`src/rtl/smul_pkg.sv`:
```
// Shared types and helpers for the serial multiplier.
// Assumes single-bit operands for the adder helper.
package smul_pkg;

    typedef struct packed {
        logic carry;
        logic sum;
    } fa_t;

    // One-bit full addition of three inputs.
    function automatic fa_t full_add(input logic x, input logic y, input logic z);
        fa_t r;
        r.sum   = x ^ y ^ z;
        r.carry = (x & y) | (x & z) | (y & z);
        return r;
    endfunction

endpackage

```
`src/rtl/smul_seq.sv`:
```
// Operation sequencer: accepts a start when idle, counts the 2*WIDTH steps,
// substitutes zero for the multiplier input once WIDTH bits have been taken,
// and produces the busy and valid strobes.
// Assumes WIDTH >= 1.
module smul_seq #(
    parameter int WIDTH = 8
) (
    input  logic clk,
    input  logic rst_n,
    input  logic start,
    input  logic a_in,
    output logic accept,
    output logic step,
    output logic a_gate,
    output logic busy,
    output logic prod_valid
);
    localparam int TOTAL = 2 * WIDTH;
    localparam int CW    = $clog2(TOTAL + 1);

    logic [CW-1:0] cnt;
    logic          last;

    // Decode acceptance, the step enable, the final step and the gated multiplier bit.
    always_comb begin
        accept = start & ~busy;
        step   = busy;
        last   = busy && (cnt == CW'(TOTAL - 1));
        a_gate = busy && (cnt < CW'(WIDTH)) && a_in;
    end

    // Step counter and busy flag.
    always_ff @(posedge clk) begin
        if (!rst_n) begin
            busy <= 1'b0;
            cnt  <= '0;
        end else if (accept) begin
            busy <= 1'b1;
            cnt  <= '0;
        end else if (busy) begin
            cnt <= cnt + 1'b1;
            if (last) busy <= 1'b0;
        end
    end

    // A product bit is produced on every step edge.
    always_ff @(posedge clk) begin
        if (!rst_n) prod_valid <= 1'b0;
        else        prod_valid <= busy;
    end

endmodule

```
`src/rtl/smul_column.sv`:
```
// One column of the multiplier: a held multiplicand bit that is not consumed
// by reading, an AND gate forming the partial-product bit, and a full adder
// whose sum and carry are kept in registers. The sum from the column above
// arrives on sum_in and this column's sum leaves toward the column below.
// Assumes load and step are never high together.
module smul_column (
    input  logic clk,
    input  logic rst_n,
    input  logic load,
    input  logic b_bit,
    input  logic step,
    input  logic a_bit,
    input  logic sum_in,
    output logic sum_q
);
    import smul_pkg::*;

    logic b_q;
    logic carry_q;
    fa_t  nxt;

    // Partial-product bit added to the incoming sum and the local carry.
    always_comb nxt = full_add(b_q & a_bit, sum_in, carry_q);

    // Multiplicand bit storage, written only on acceptance.
    always_ff @(posedge clk) begin
        if (!rst_n)    b_q <= 1'b0;
        else if (load) b_q <= b_bit;
    end

    // Sum and carry storage: cleared on acceptance, advanced on each step.
    always_ff @(posedge clk) begin
        if (!rst_n || load) begin
            sum_q   <= 1'b0;
            carry_q <= 1'b0;
        end else if (step) begin
            sum_q   <= nxt.sum;
            carry_q <= nxt.carry;
        end
    end

endmodule

```
`src/rtl/serial_mul_nd.sv`:
```
// Top level of the serial multiplier. It instantiates the sequencer and a row
// of WIDTH columns; sums flow from the top column toward column 0, whose sum
// register is the serial product output.
// Assumes unsigned operands and one operation in flight at a time.
module serial_mul_nd #(
    parameter int WIDTH = 8
) (
    input  logic             clk,
    input  logic             rst_n,
    input  logic             start,
    input  logic [WIDTH-1:0] b_load,
    input  logic             a_in,
    output logic             busy,
    output logic             prod_bit,
    output logic             prod_valid
);
    logic             accept;
    logic             step;
    logic             a_gate;
    logic [WIDTH:0]   sum_chain;

    assign sum_chain[WIDTH] = 1'b0;
    assign prod_bit         = sum_chain[0];

    smul_seq #(.WIDTH(WIDTH)) u_seq (
        .clk        (clk),
        .rst_n      (rst_n),
        .start      (start),
        .a_in       (a_in),
        .accept     (accept),
        .step       (step),
        .a_gate     (a_gate),
        .busy       (busy),
        .prod_valid (prod_valid)
    );

    for (genvar i = 0; i < WIDTH; i++) begin : g_col
        smul_column u_col (
            .clk    (clk),
            .rst_n  (rst_n),
            .load   (accept),
            .b_bit  (b_load[i]),
            .step   (step),
            .a_bit  (a_gate),
            .sum_in (sum_chain[i+1]),
            .sum_q  (sum_chain[i])
        );
    end

endmodule

```
`config.mk`:
```
export PLATFORM = sky130hd
export DESIGN_NAME = serial_mul_nd
export DESIGN_NICKNAME = d
export VERILOG_FILES = /design/src/rtl/smul_pkg.sv /design/src/rtl/smul_seq.sv /design/src/rtl/smul_column.sv /design/src/rtl/serial_mul_nd.sv
export SDC_FILE = /design/constraint.sdc
export NUM_CORES = 1
export LEC_CHECK = 0
export BUFFER_PORTS_ARGS = -buffer_cell sky130_fd_sc_hd__clkbuf_2
export CAP_MARGIN = 15
export CORE_MARGIN = 8
export CORE_UTILIZATION = 42
export DETAILED_ROUTE_END_ITERATION = 10
export PLACE_DENSITY = 0.65
export SLEW_MARGIN = 5
export SYNTH_ARGS = -nofsm -noshare
export SYNTH_HDL_FRONTEND = slang
export SYNTH_HIERARCHICAL = 1
export SYNTH_SLANG_ARGS = --single-unit
```
`constraint.sdc`:
```
create_clock -name clk -period 2 [get_ports clk]
set_input_delay 0.4 -clock clk [delete_from_list [all_inputs] [get_ports clk]]
set_output_delay 0.4 -clock clk [all_outputs]
set_load 0.05 [all_outputs]
```
# Yosys cells after proc, flatten, opt, wreduce, memory -nomap -nowiden
# Index checks and enable logic that the tools add are counted.
[totals] ff_bits=31 elab_cells=101 inputBits=12 output_inout_bits=3
[classes] n_addsub=1 order_cmp=1 eq_ne=1 n_bitwise=62 reduce_logical=6 n_mux=3
[op_table] operator="$and 1x1->1" n=31
[op_table] operator="$xor 1x1->1" n=15
[op_table] operator="$or 1x1->1" n=14
[op_table] operator="$add 5x1->5 const B" n=1
[op_table] operator="$eq 5x4->1 const B" n=1
[op_table] operator="$lt 5x4->1 const B" n=1
[op_table] operator="$logic_and 1x1->1" n=3
[op_table] operator="$mux 1" n=3
[op_table] operator="$not 1->1" n=2
[op_table] operator="$reduce_or 2->1" n=1
[op_table] operator="$logic_not 1->1" n=1
[op_table] operator="$logic_or 1x1->1" n=1

# Depth between registers and ports, before layout
# Gate-level depths: netlist of run 1.
[logic_depth] depth_word=7 ltp_mapped=5 ltp_nobuf=5

# Modules after synthesis
# The synthesis of run 1 kept the hierarchy.
[modules_own_cells] module="smul_column" cells_per_inst=14 seq_area_each_um2=60.1 area_per_inst_um2=143.9 n_inst=8
[modules_own_cells] module="smul_seq" cells_per_inst=35 seq_area_each_um2=140.1 area_per_inst_um2=347.8 n_inst=1
[modules_own_cells] module="serial_mul_nd" cells_per_inst=1 seq_area_each_um2=0.0 area_per_inst_um2=3.8 n_inst=1

# Least setup slack after synthesis of run 1
# No wires, ideal clock.
[synth_path] kind="register to register" start="register u_seq.busy" end="register g_col[0].u_col.sum_q" stages_incl_launch_ff=6 setup_slack_ns=0.025 t_arrival_ns=1.890 path_buffers=1 t_required_ns=1.914 setup_time_ns=0.086 period_less_slack_ns=1.975 cell_sequence="dfxtp_1 -> buf_6 -> and4bb_2 -> nand2_1 -> fa_1 -> a211oi_1"
[synth_via] elab_chain_len=5 word_cells_on_any_way=8 classes_between="bitwise: 5; reduce/logical: 3"
[synth_rtl] element="from (decl)" line_no="smul_seq.sv:15" source="output logic busy,"
[synth_rtl] element="from (signal assigned)" line_no="smul_seq.sv:35" source="busy <= 1'b0;"
[synth_rtl] element="from (signal assigned)" line_no="smul_seq.sv:38" source="busy <= 1'b1;"
[synth_rtl] element="from (signal assigned)" line_no="smul_seq.sv:42" source="if (last) busy <= 1'b0;"
[synth_rtl] element="$logic_and 1x1->1 (2 in series)" line_no="smul_seq.sv:29" source="a_gate = busy && (cnt < CW'(WIDTH)) && a_in;"
[synth_rtl] element="net a_gate" line_no="serial_mul_nd.sv:19" source="logic a_gate;"
[synth_rtl] element="$and 1x1->1" line_no="smul_column.sv:23" source="always_comb nxt = full_add(b_q & a_bit, sum_in, carry_q);"
[synth_rtl] element="$xor 1x1->1 (2 in series)" line_no="smul_pkg.sv:13" source="r.sum = x ^ y ^ z;"
[synth_rtl] element="to (signal assigned)" line_no="smul_column.sv:37" source="sum_q <= nxt.sum;"
[synth_rtl] element="to (decl)" line_no="smul_column.sv:14" source="output logic sum_q"
# The timed path passes the listed nets, and every way through them passes these cells.
# A chain may end at the register's enable or synchronous reset.

# Worst setup path after layout of run 1
[layout_path] start="register u_seq.busy" end="output busy"
[layout_rtl] element="to (decl)" line_no="serial_mul_nd.sv:13" source="output logic busy,"
# No word-level cell between the ends.

==> impl_metrics.tcl, run 1 <==
set metrics [dict create \
    power.density_nw_per_um2 708.2 \
    status "finished clean" \
    clock-sinks 31 \
    worst_pin_slew_ns 0.7153 \
    r2r_slack_ns 0.35 \
    via_count 1022 \
    n_antenna_cell 0 \
    r2r_cells 4 \
    numCtsBuffers 5 \
    ys_ff_latch 31 \
    synth_seq_area_share 0.4130 \
    finish.net_count 191 \
    antenna_left 0 \
    grt_setup_unrepaired "false" \
    r2r_end "g_col[2].u_col/sum_q" \
    grt_pass1_wl_um 4360 \
    synth_most_common_cell "dfxtp_1" \
    drc_errors 0 \
    syn_inst 148 \
    holdPathEnd "g_col[3].u_col/b_q" \
    routed_wirelength_um 2531 \
    synth_area_per_cell_um2 10.15 \
    ys_types 27 \
    drtIter0Drc 46 \
    timing.rr.start "u_seq/cnt[3]" \
    ys_top_cells_by_area "dfxtp_1 (41%), fa_1 (11%), a211oi_1 (8.0%)" \
    synth_warnings 6 \
    fp.dieH_um 75.82 \
    relSlewSlack 0.5232 \
    place_hpwl_um 1715 \
    whs_path_depth 3 \
    cap_viol_max_count 0 \
    grt_overflow 0 \
    synthAdderAreaFrac 0.1232 \
    end_kind "output port" \
    dp_cells 208 \
    cts_resized 0 \
    hold_class "in2reg" \
    synth_edf_count 0 \
    cts_tree "yes" \
    synth_top_area_frac 0.4130 \
    path_clk_slew_ns 0.09 \
    row_count 21 \
    finalCritPeriodShare 0.8973 \
    grt_max_degree 46 \
    max_freq_ghz 0.5573 \
    post_cts_buffers 0 \
    yosys_most_used_dff "dfxtp_1" \
    cts_buffer_depth 2 \
    core_area_um2 3390 \
    synth_area_leader_cell "dfxtp_1" \
    synth_common_cells "dfxtp_1 (31), inv_1 (18), a211oi_1 (16), nor2_1 (16), nor2b_1 (12)" \
    synth.area.mux_share 0.05329 \
    areaGrowthSynthToFinish_pct 10.99 \
    synth_nets 170 \
    clkLatencyLatePin_ns 0.33 \
    synthXorXnorAreaFrac 0.01166 \
    setup_violations 0 \
    antenna_found_initial 0 \
    place_congestion 0.7064 \
    firstDrtPassIters 2 \
    grt_util_all_layers 0.1038 \
    grt_pass1_vias 985 \
    vdd_drop_max_v 0.0004411 \
    ios 15 \
    worstPathArrival_ns 1.39 \
    cts_hold_buf 0 \
    start_util 0.4433 \
    finalHoldViolations 0 \
    cts_max_level 2 \
    hold_start "b_load[3]" \
    synth_compound_area_frac 0.1049 \
    wl_per_cell_um 11.83 \
    layout-drive-gt1-share 0.1905 \
    synthArstFlopShare 0 \
    fin_cells 214 \
    synth_area_um2 1503 \
    clock-root-buffer "clkbuf_4" \
    maxSlewViolCount 0 \
    setup_tns_ns 0 \
    vias_per_cell 4.776 \
    dieArea_um2 5748 \
    synth_top_family_by_area "simple AND/OR/NAND/NOR gates" \
    worstSetupPathType "reg2out" \
    io_buffer_count 14 \
    crit_fanout 45 \
    fin_crit_ns 1.795 \
    dieWidth_um 75.82 \
    crit_path_start_kind "flip-flop" \
    p_leak_nw 0.6057 \
    synth_simple_gate_area_share 0.2340 \
    crit_required_ns 1.60 \
    fin_skew_ns 0.005920 \
]
## critical path, stage by stage (launching register included)
cell and delay, ns:
dfxtp_1 0.33, buf_4 0.37, clkbuf_2 0.36
## cells by family (layout without fill, tap and decap cells)
kind of cell,count (synthesis),after routing
compound gates,22,22
mux,8,8
buf+inv,20,40
fa+ha+maj,10,10
other cells,1,1
flops,31,31
xor+xnor,2,2
simple gates,54,54
## layer usage
layer,wire [µm],vias up,part of all wire,GRT usage
met5,0,-,0,0
met4,57,0,0.023,0.07036
met3,118,6,0.047,0.03947
met2,1165,13,0.46,0.1568
met1,1190,475,0.47,0.1185
li1,-,528,-,-
## cell usage in the layout (no fill, tap or decap), drive strengths merged, types with 8 or more instances in the layout
master,instances
dfxtp,31
fa,8
nand2b,10
clkbuf,20
mux2i,8
nor2,16
nor2b,12
inv,18
nand2,8
a211oi,16
## how the worst max path moves through the flow
stage | to | cells past startpoint | slack, ns | startpoint
CTS | busy | 2 | 0.18 | u_seq/busy
global placement | g_col[2].u_col/sum_q | 5 | 0.31 | a_in
detailed placement | g_col[2].u_col/sum_q | 5 | 0.26 | a_in
finish | busy | 2 | 0.21 | u_seq/busy
floorplan | g_col[0].u_col/sum_q | 5 | 0.02 | u_seq/busy
global route | busy | 2 | 0.12 | u_seq/busy
## power breakdown
group / internal (mW) / switching [mW] / total (mW)
registers: 0.652 / 0.0184 / 0.670
logic: 0.0825 / 0.109 / 0.192
clock network: 0.125 / 0.194 / 0.319
total: 0.859 / 0.322 / 1.18
## metrics by stage
stage                     hold WS (ns)  setup slack, ns  instance area (µm²)    util  power, mW
final                           0.3248           0.2055                 1668  0.4921      1.181
after global routing            0.3150           0.1161                 1668  0.4921      1.254
after CTS                       0.3166           0.1812                 1668  0.4921      1.200
after detailed placement        0.4701           0.2629                 1627  0.4799     0.8791
after global placement          0.4668           0.3061                 1627  0.4799     0.8721
after floorplan                 0.4550          0.02492                 1503       -     0.8271
## state kept, by name, indices dropped and copies added (netlist names)
register / count
g_col.u_col/b_q: 8
u_seq/cnt: 5
g_col.u_col/sum_q: 8
u_seq/busy: 1
g_col.u_col/carry_q: 8
u_seq/prod_valid: 1
## final cells by class
class	count	area, µm²
inverters	18	67.56
clock buffers	6	41.29
well taps	46	57.56
multi-input cells	97	795.8
repair buffers	16	85.08
flip-flops and latches	31	620.6
fillers	329	1722
Power figures use the tool's default switching activity.
==> run 2, diff against run 1 <==
--- a/config.mk
+++ b/config.mk
@@ -8,11 +8,12 @@
 export BUFFER_PORTS_ARGS = -buffer_cell sky130_fd_sc_hd__clkbuf_2
 export CAP_MARGIN = 15
 export CORE_MARGIN = 8
-export CORE_UTILIZATION = 42
+export CORE_UTILIZATION = 57
 export DETAILED_ROUTE_END_ITERATION = 10
-export PLACE_DENSITY = 0.65
+export PLACE_DENSITY = 0.82
 export SLEW_MARGIN = 5
 export SYNTH_ARGS = -nofsm -noshare
 export SYNTH_HDL_FRONTEND = slang
 export SYNTH_HIERARCHICAL = 1
 export SYNTH_SLANG_ARGS = --single-unit
+export TNS_END_PERCENT = 1
==> run 2 against run 1 <==
  * Cell count fell by 6.1%
  * Clock power grew 30%
  * First-iteration DRC count is the same
  * Critical path depth is 2 higher
  * Largest cell class unchanged
  * Sequential share of layout area down 0.33 points
  * Total power up 8.5%
  * Highest routed layer unchanged
==> impl_metrics.tcl, run 2 (synthesis gave the netlist of run 1 again) <==
set metrics [dict create \
    worstSetupPathType "reg2reg" \
    fin_crit_ns 1.627 \
    crit_fanout 8 \
    drtIter0Drc 46 \
    ios 15 \
    swShare 0.2635 \
    seq_power_share 0.524 \
    clock_power_share 0.324 \
    finalCritPeriodShare 0.8135 \
    clock-sinks 31 \
    post_cts_buffers 0 \
    cts_resized 0 \
    antenna_left 0 \
    grt_util_all_layers 0.1326 \
    top_regs "g_col.u_col/b_q (8), g_col.u_col/carry_q (8), g_col.u_col/sum_q (8)" \
    fin_skew_ns 0.007503 \
    core_area_um2 2500 \
    crit_required_ns 2.25 \
    grt_pass1_vias 1072 \
    cap_viol_max_count 0 \
    clkLatencyLatePin_ns 0.33 \
    areaGrowthSynthToFinish_pct 11.99 \
    combPwrFrac 0.152 \
    path_clk_slew_ns 0.10 \
    worstPathArrival_ns 1.87 \
    layout-drive-gt1-share 0.2047 \
    drc_errors 0 \
    final_core_util 0.6732 \
    maxSlewViolCount 0 \
    n_antenna_cell 0 \
    grt_max_degree 34 \
    cts_buffer_depth 2 \
    route.met2.wl_um 1169 \
    row_count 18 \
    end_kind "flip-flop" \
    final_cell_mix "dfxtp_1 (31), inv_1 (18), nor2_1 (16), a211oi_1 (16), clkbuf_2 (14)" \
    antenna_found_initial 0 \
    status "finished clean" \
    m1WireLength_um 1125 \
    finish.net_count 192 \
    layout_commonest_cell "dfxtp_1" \
    crit_path_start_kind "flip-flop" \
    max_freq_ghz 0.6146 \
    firstDrtPassIters 4 \
    power.internal_mw 0.9439 \
    finalHoldViolations 0 \
    worst_pin_slew_ns 0.6975 \
    start_util 0.6011 \
    place_hpwl_um 1790 \
    fp.dieH_um 67.35 \
    switchingPower_mw 0.3377 \
    cts_hold_buf 0 \
    grt_overflow 0 \
    dieWidth_um 67.35 \
    io_buffer_count 14 \
    hold_class "in2reg" \
    wl_per_cell_um 12.23 \
    cts_tree "yes" \
    numCtsBuffers 5 \
    power.density_nw_per_um2 761.5 \
    relSlewSlack 0.5350 \
    dieArea_um2 4535 \
    setup_tns_ns 0 \
    place_congestion 0.6937 \
    top_layer "met4" \
    cts_max_level 2 \
    wl_met3_um 109 \
    via_count 1029 \
    grt_setup_unrepaired "false" \
    vdd_drop_max_v 0.0004794 \
    setup_violations 0 \
    clock-root-buffer "clkbuf_4" \
    vias_per_cell 5.119 \
    routed_wirelength_um 2458 \
    p_leak_nw 0.6252 \
    grt_pass1_wl_um 4574 \
]
## run 2: power by group through the flow
stage	Clock (mW)	Sequential, mW	Combinational [mW]
finish	0.415	0.671	0.195
global route	0.458	0.676	0.219
CTS	0.426	0.671	0.197
detailed placement	0	0.686	0.196
global placement	0	0.684	0.187
floorplan	0	0.696	0.131
## run 2: worst paths after layout
path	cells after the start	endpoint	from	slack, ns
setup / recovery	4	g_col[2].u_col/sum_q	u_seq/cnt[3]	0.37
hold / removal	3	g_col[7].u_col/b_q	b_load[7]	0.33
setup reg to reg	4	g_col[2].u_col/sum_q	u_seq/cnt[3]	0.37
hold reg to reg	2	g_col[4].u_col/sum_q	g_col[4].u_col/sum_q	0.48
## run 2: final cells by class
type	count	area [µm²]
Timing Repair Buffer	17	92.59
Tap cell	30	37.54
Multi-Input combinational cell	97	795.8
Clock buffer	8	68.82
Inverter	18	67.56
Fill cell	192	817.0
Sequential cell	31	620.6
## run 2: routing by layer
layer,vias up,GRT usage
li1,535,-
met5,-,0
met3,7,0.04139
met1,468,0.1517
met4,0,0.07833
met2,19,0.2139
## run 2: critical path: stages, from the launching register on
cell,delay [ns]
dfxtp_1,0.34
and4bb_2,0.42
nand2_1,0.10
fa_1,0.45
a211oi_1,0.24
## run 2: metrics by stage
stage,hold WS [ns],std cells,setup slack (ns),total power [mW],cell area [µm²]
3_5_place_dp,0.4698,193,0.2825,0.8821,1614
4_1_cts,0.3231,201,0.3534,1.294,1683
5_1_grt,0.3165,201,0.2075,1.354,1683
6_report,0.3316,201,0.3730,1.282,1683
3_3_place_gp,0.4627,193,0.3388,0.8711,1614
2_1_floorplan,0.4550,148,0.02492,0.8271,1503
==> run 3, diff against run 2 <==
--- a/config.mk
+++ b/config.mk
@@ -5,12 +5,13 @@
 export SDC_FILE = /design/constraint.sdc
 export NUM_CORES = 1
 export LEC_CHECK = 0
+export ABC_AREA = 1
 export BUFFER_PORTS_ARGS = -buffer_cell sky130_fd_sc_hd__clkbuf_2
 export CAP_MARGIN = 15
 export CORE_MARGIN = 8
-export CORE_UTILIZATION = 57
+export CORE_UTILIZATION = 52
 export DETAILED_ROUTE_END_ITERATION = 10
-export PLACE_DENSITY = 0.82
+export PLACE_DENSITY = 0.79
 export SLEW_MARGIN = 5
 export SYNTH_ARGS = -nofsm -noshare
 export SYNTH_HDL_FRONTEND = slang
==> constraint.sdc (replaced) <==
create_clock -name clk -period 1.3 [get_ports clk]
set_input_delay 0.26 -clock clk [delete_from_list [all_inputs] [get_ports clk]]
set_output_delay 0.26 -clock clk [all_outputs]
set_load 0.05 [all_outputs]
==> run 3 against run 2 <==
  * The run now ends with setup timing left
  * Die area increased by 7.9%
  * Worst hold slack got worse by 0.19 ns
  * Fmax increased by 4.2%
  * Sequential cell count unchanged
  * Sequential power is 56% higher
  * Wire length increased by 10%
  * Largest cell class unchanged
  * Synthesized cell count rose by 36%
  * Combinational power rose by 120%
  * Critical endpoint is now g_col[6].u_col/sum_q
  * Worst setup slack got worse by 0.63 ns
  * Clock power rose by 91%
  * Core utilization fell by 0.30 points
==> impl_metrics.tcl, run 3 <==
set metrics [dict create \
    nFillCells 240 \
    synth_warnings 6 \
    fin_skew_ns 0.006935 \
    layout_commonest_cell "nand2_1" \
    end_kind "flip-flop" \
    vias_per_cell 4.713 \
    path_depth 8 \
    finalHoldViolations 0 \
    drtIter0Drc 93 \
    p_leak_nw 0.7772 \
    ios 15 \
    r2r_slack_ns -0.26 \
    crit_path_start_kind "flip-flop" \
    synth_area_um2 1514 \
    hold_start "b_load[4]" \
    dieWidth_um 69.96 \
    drc_errors 0 \
    final_core_util 0.6701 \
    fp.dieH_um 69.96 \
    fin_crit_ns 1.561 \
    n_antenna_cell 0 \
    worstSetupPathType "reg2reg" \
    yosys_most_used_dff "dfxtp_1" \
    wl_per_cell_um 10.24 \
    setup_ws_ns -0.2610 \
    antenna_found_initial 0 \
    place_hpwl_um 1955 \
    path_delay_family "adder cells" \
    grt_max_degree 40 \
    crit_top_cell "nand2_1" \
    synth_nets 224 \
    setup_violations 18 \
    synthArstFlopShare 0 \
    setup_tns_ns -2.982 \
    synth_common_cells "nand2_1 (51), nor2_1 (36), dfxtp_1 (31)" \
    cts_tree "yes" \
    synth_top_area_frac 0.4099 \
    finish.net_count 255 \
    crit_required_ns 1.55 \
    worstPathArrival_ns 1.81 \
    cap_viol_max_count 0 \
    regArea_um2 625.6 \
    crit_chain "nand2_2 -> nor3_4 -> buf_12 -> nand2_1 -> fa_2 -> nand2_1 -> nand3_1 -> nor2_1" \
    cts_max_level 2 \
    top_regs "g_col.u_col/b_q (8), g_col.u_col/carry_q (8), g_col.u_col/sum_q (8)" \
    grt_setup_unrepaired "true" \
    synth_seq_area_share 0.4099 \
    synth_most_common_cell "nand2_1" \
    path_clk_slew_ns 0.10 \
    fin_total_pwr_mw 2.268 \
    ys_top_cells_by_area "dfxtp_1 (41%), nand2_1 (13%), fa_1 (11%)" \
    dieArea_um2 4894 \
    max_freq_ghz 0.6406 \
    clkLatencyLatePin_ns 0.34 \
    whs_path_depth 3 \
    vdd_drop_max_v 0.001340 \
    violations "setup timing" \
    grt_overflow 0 \
    r2r_end "g_col[6].u_col/sum_q" \
    finalCritPeriodShare 1.201 \
    synth_edf_count 0 \
    synth_area_leader_cell "dfxtp_1" \
    ys_ff_latch 31 \
    io_buffer_count 14 \
    grt_pass1_wl_um 5009 \
    routed_wirelength_um 2714 \
    core_area_um2 2758 \
    timing.rr.start "u_seq/busy" \
    power.density_nw_per_um2 1227 \
    firstDrtPassIters 4 \
    clock-root-buffer "clkbuf_4" \
    slowest_stage "fa_2" \
    grt_pass1_vias 1187 \
    final_cell_mix "nand2_1 (49), nor2_1 (36), dfxtp_1 (29)" \
    synth_area_per_cell_um2 7.495 \
    row_count 19 \
    critPathMaxStageDelay_ns 0.52 \
    grt_util_all_layers 0.1248 \
    place_congestion 0.7248 \
    areaGrowthSynthToFinish_pct 22.07 \
    crit_fanout 8 \
    hold_class "in2reg" \
    start_util 0.5490 \
    maxSlewViolCount 0 \
    layout-drive-gt1-share 0.2650 \
    syn_inst 202 \
    multiInputGateArea_um2 768.2 \
    via_count 1249 \
    holdPathEnd "g_col[4].u_col/b_q" \
    cts_buffer_depth 2 \
    r2r_cells 8 \
    antenna_left 0 \
    numCtsBuffers 5 \
    ys_types 21 \
    critPathBufInv 1 \
    clock-sinks 31 \
    whs_ns 0.1374 \
    status "complete, but fails checks" \
]
==> run 3: changes by cell type after synthesis, moves of 9 or more <==
| cell | delta |
|---|---|
| nor2b_1 | -12 |
| a21oi_2 | +9 |
| inv_2 | +9 |
| nand3_1 | +16 |
| inv_1 | +10 |
| nand2_1 | +43 |
| a211oi_1 | -16 |
| nor2_1 | +20 |
==> run 3: tightest hold or removal path: stages <==
cell and delay, ns:
clkbuf_2 0.08, nand2_1 0.06, a21oi_2 0.05
==> run 3: what timing repair did <==
item / in CTS / in global routing
hold buffers: 0 / 0
pin swaps: 1 / 0
setup endpoints to repair: 27 / 28
setup buffers: 0 / 0
resized for setup: 6 / 3
==> run 3: kinds of logic after synthesis <==
| family | synth area share |
|---|---|
| AO/OA/AOI/OAI | 0.05867 |
| XOR/XNOR | 0.005786 |
| adder cells (fa/ha/maj) | 0.1223 |
| buffers and inverters | 0.09669 |
| flip-flops | 0.4099 |
| other | 0.002477 |
| AND/OR/NAND/NOR | 0.3041 |
==> run 3: worst max path at each step <==
stage / from / to
floorplan: u_seq/busy / g_col[0].u_col/sum_q
global placement: a_in / g_col[0].u_col/sum_q
detailed placement: a_in / g_col[1].u_col/sum_q
CTS: u_seq/busy / g_col[1].u_col/sum_q
global route: u_seq/busy / g_col[3].u_col/sum_q
finish: u_seq/busy / g_col[6].u_col/sum_q
==> run 3: final cells by class <==
type	count	area share
Clock buffer	6	0.02776
Clock inverter	2	0.01896
Inverter	37	0.07515
Multi-Input combinational cell	133	0.4157
Sequential cell	31	0.3385
Tap cell	31	0.02099
Timing Repair Buffer	25	0.1029
==> run 3: where the power goes <==
part,switching (mW),internal (mW),total (mW),leakage (nW)
combinational,0.261,0.166,0.428,0.475
clock,0.339,0.454,0.793,0.0482
sequential,0.0339,1.01,1.05,0.254
==> run 3: routing by layer <==
| metal | up-vias | GRT usage | wire, µm |
|---|---|---|---|
| li1 | 664 | - | - |
| met1 | 552 | 0.1458 | 1310 |
| met2 | 26 | 0.1888 | 1213 |
| met3 | 7 | 0.05226 | 130 |
| met4 | 0 | 0.06696 | 60 |
| met5 | - | 0 | 0 |
==> run 3: stage by stage <==
stage | cell area [µm²] | std cells | worst slack (ns)
2_1_floorplan | 1529 | 202 | -0.3320
3_3_place_gp | 1738 | 257 | -0.2134
3_5_place_dp | 1738 | 257 | -0.2629
4_1_cts | 1843 | 265 | -0.2494
5_1_grt | 1848 | 265 | -0.3548
6_report | 1848 | 265 | -0.2610
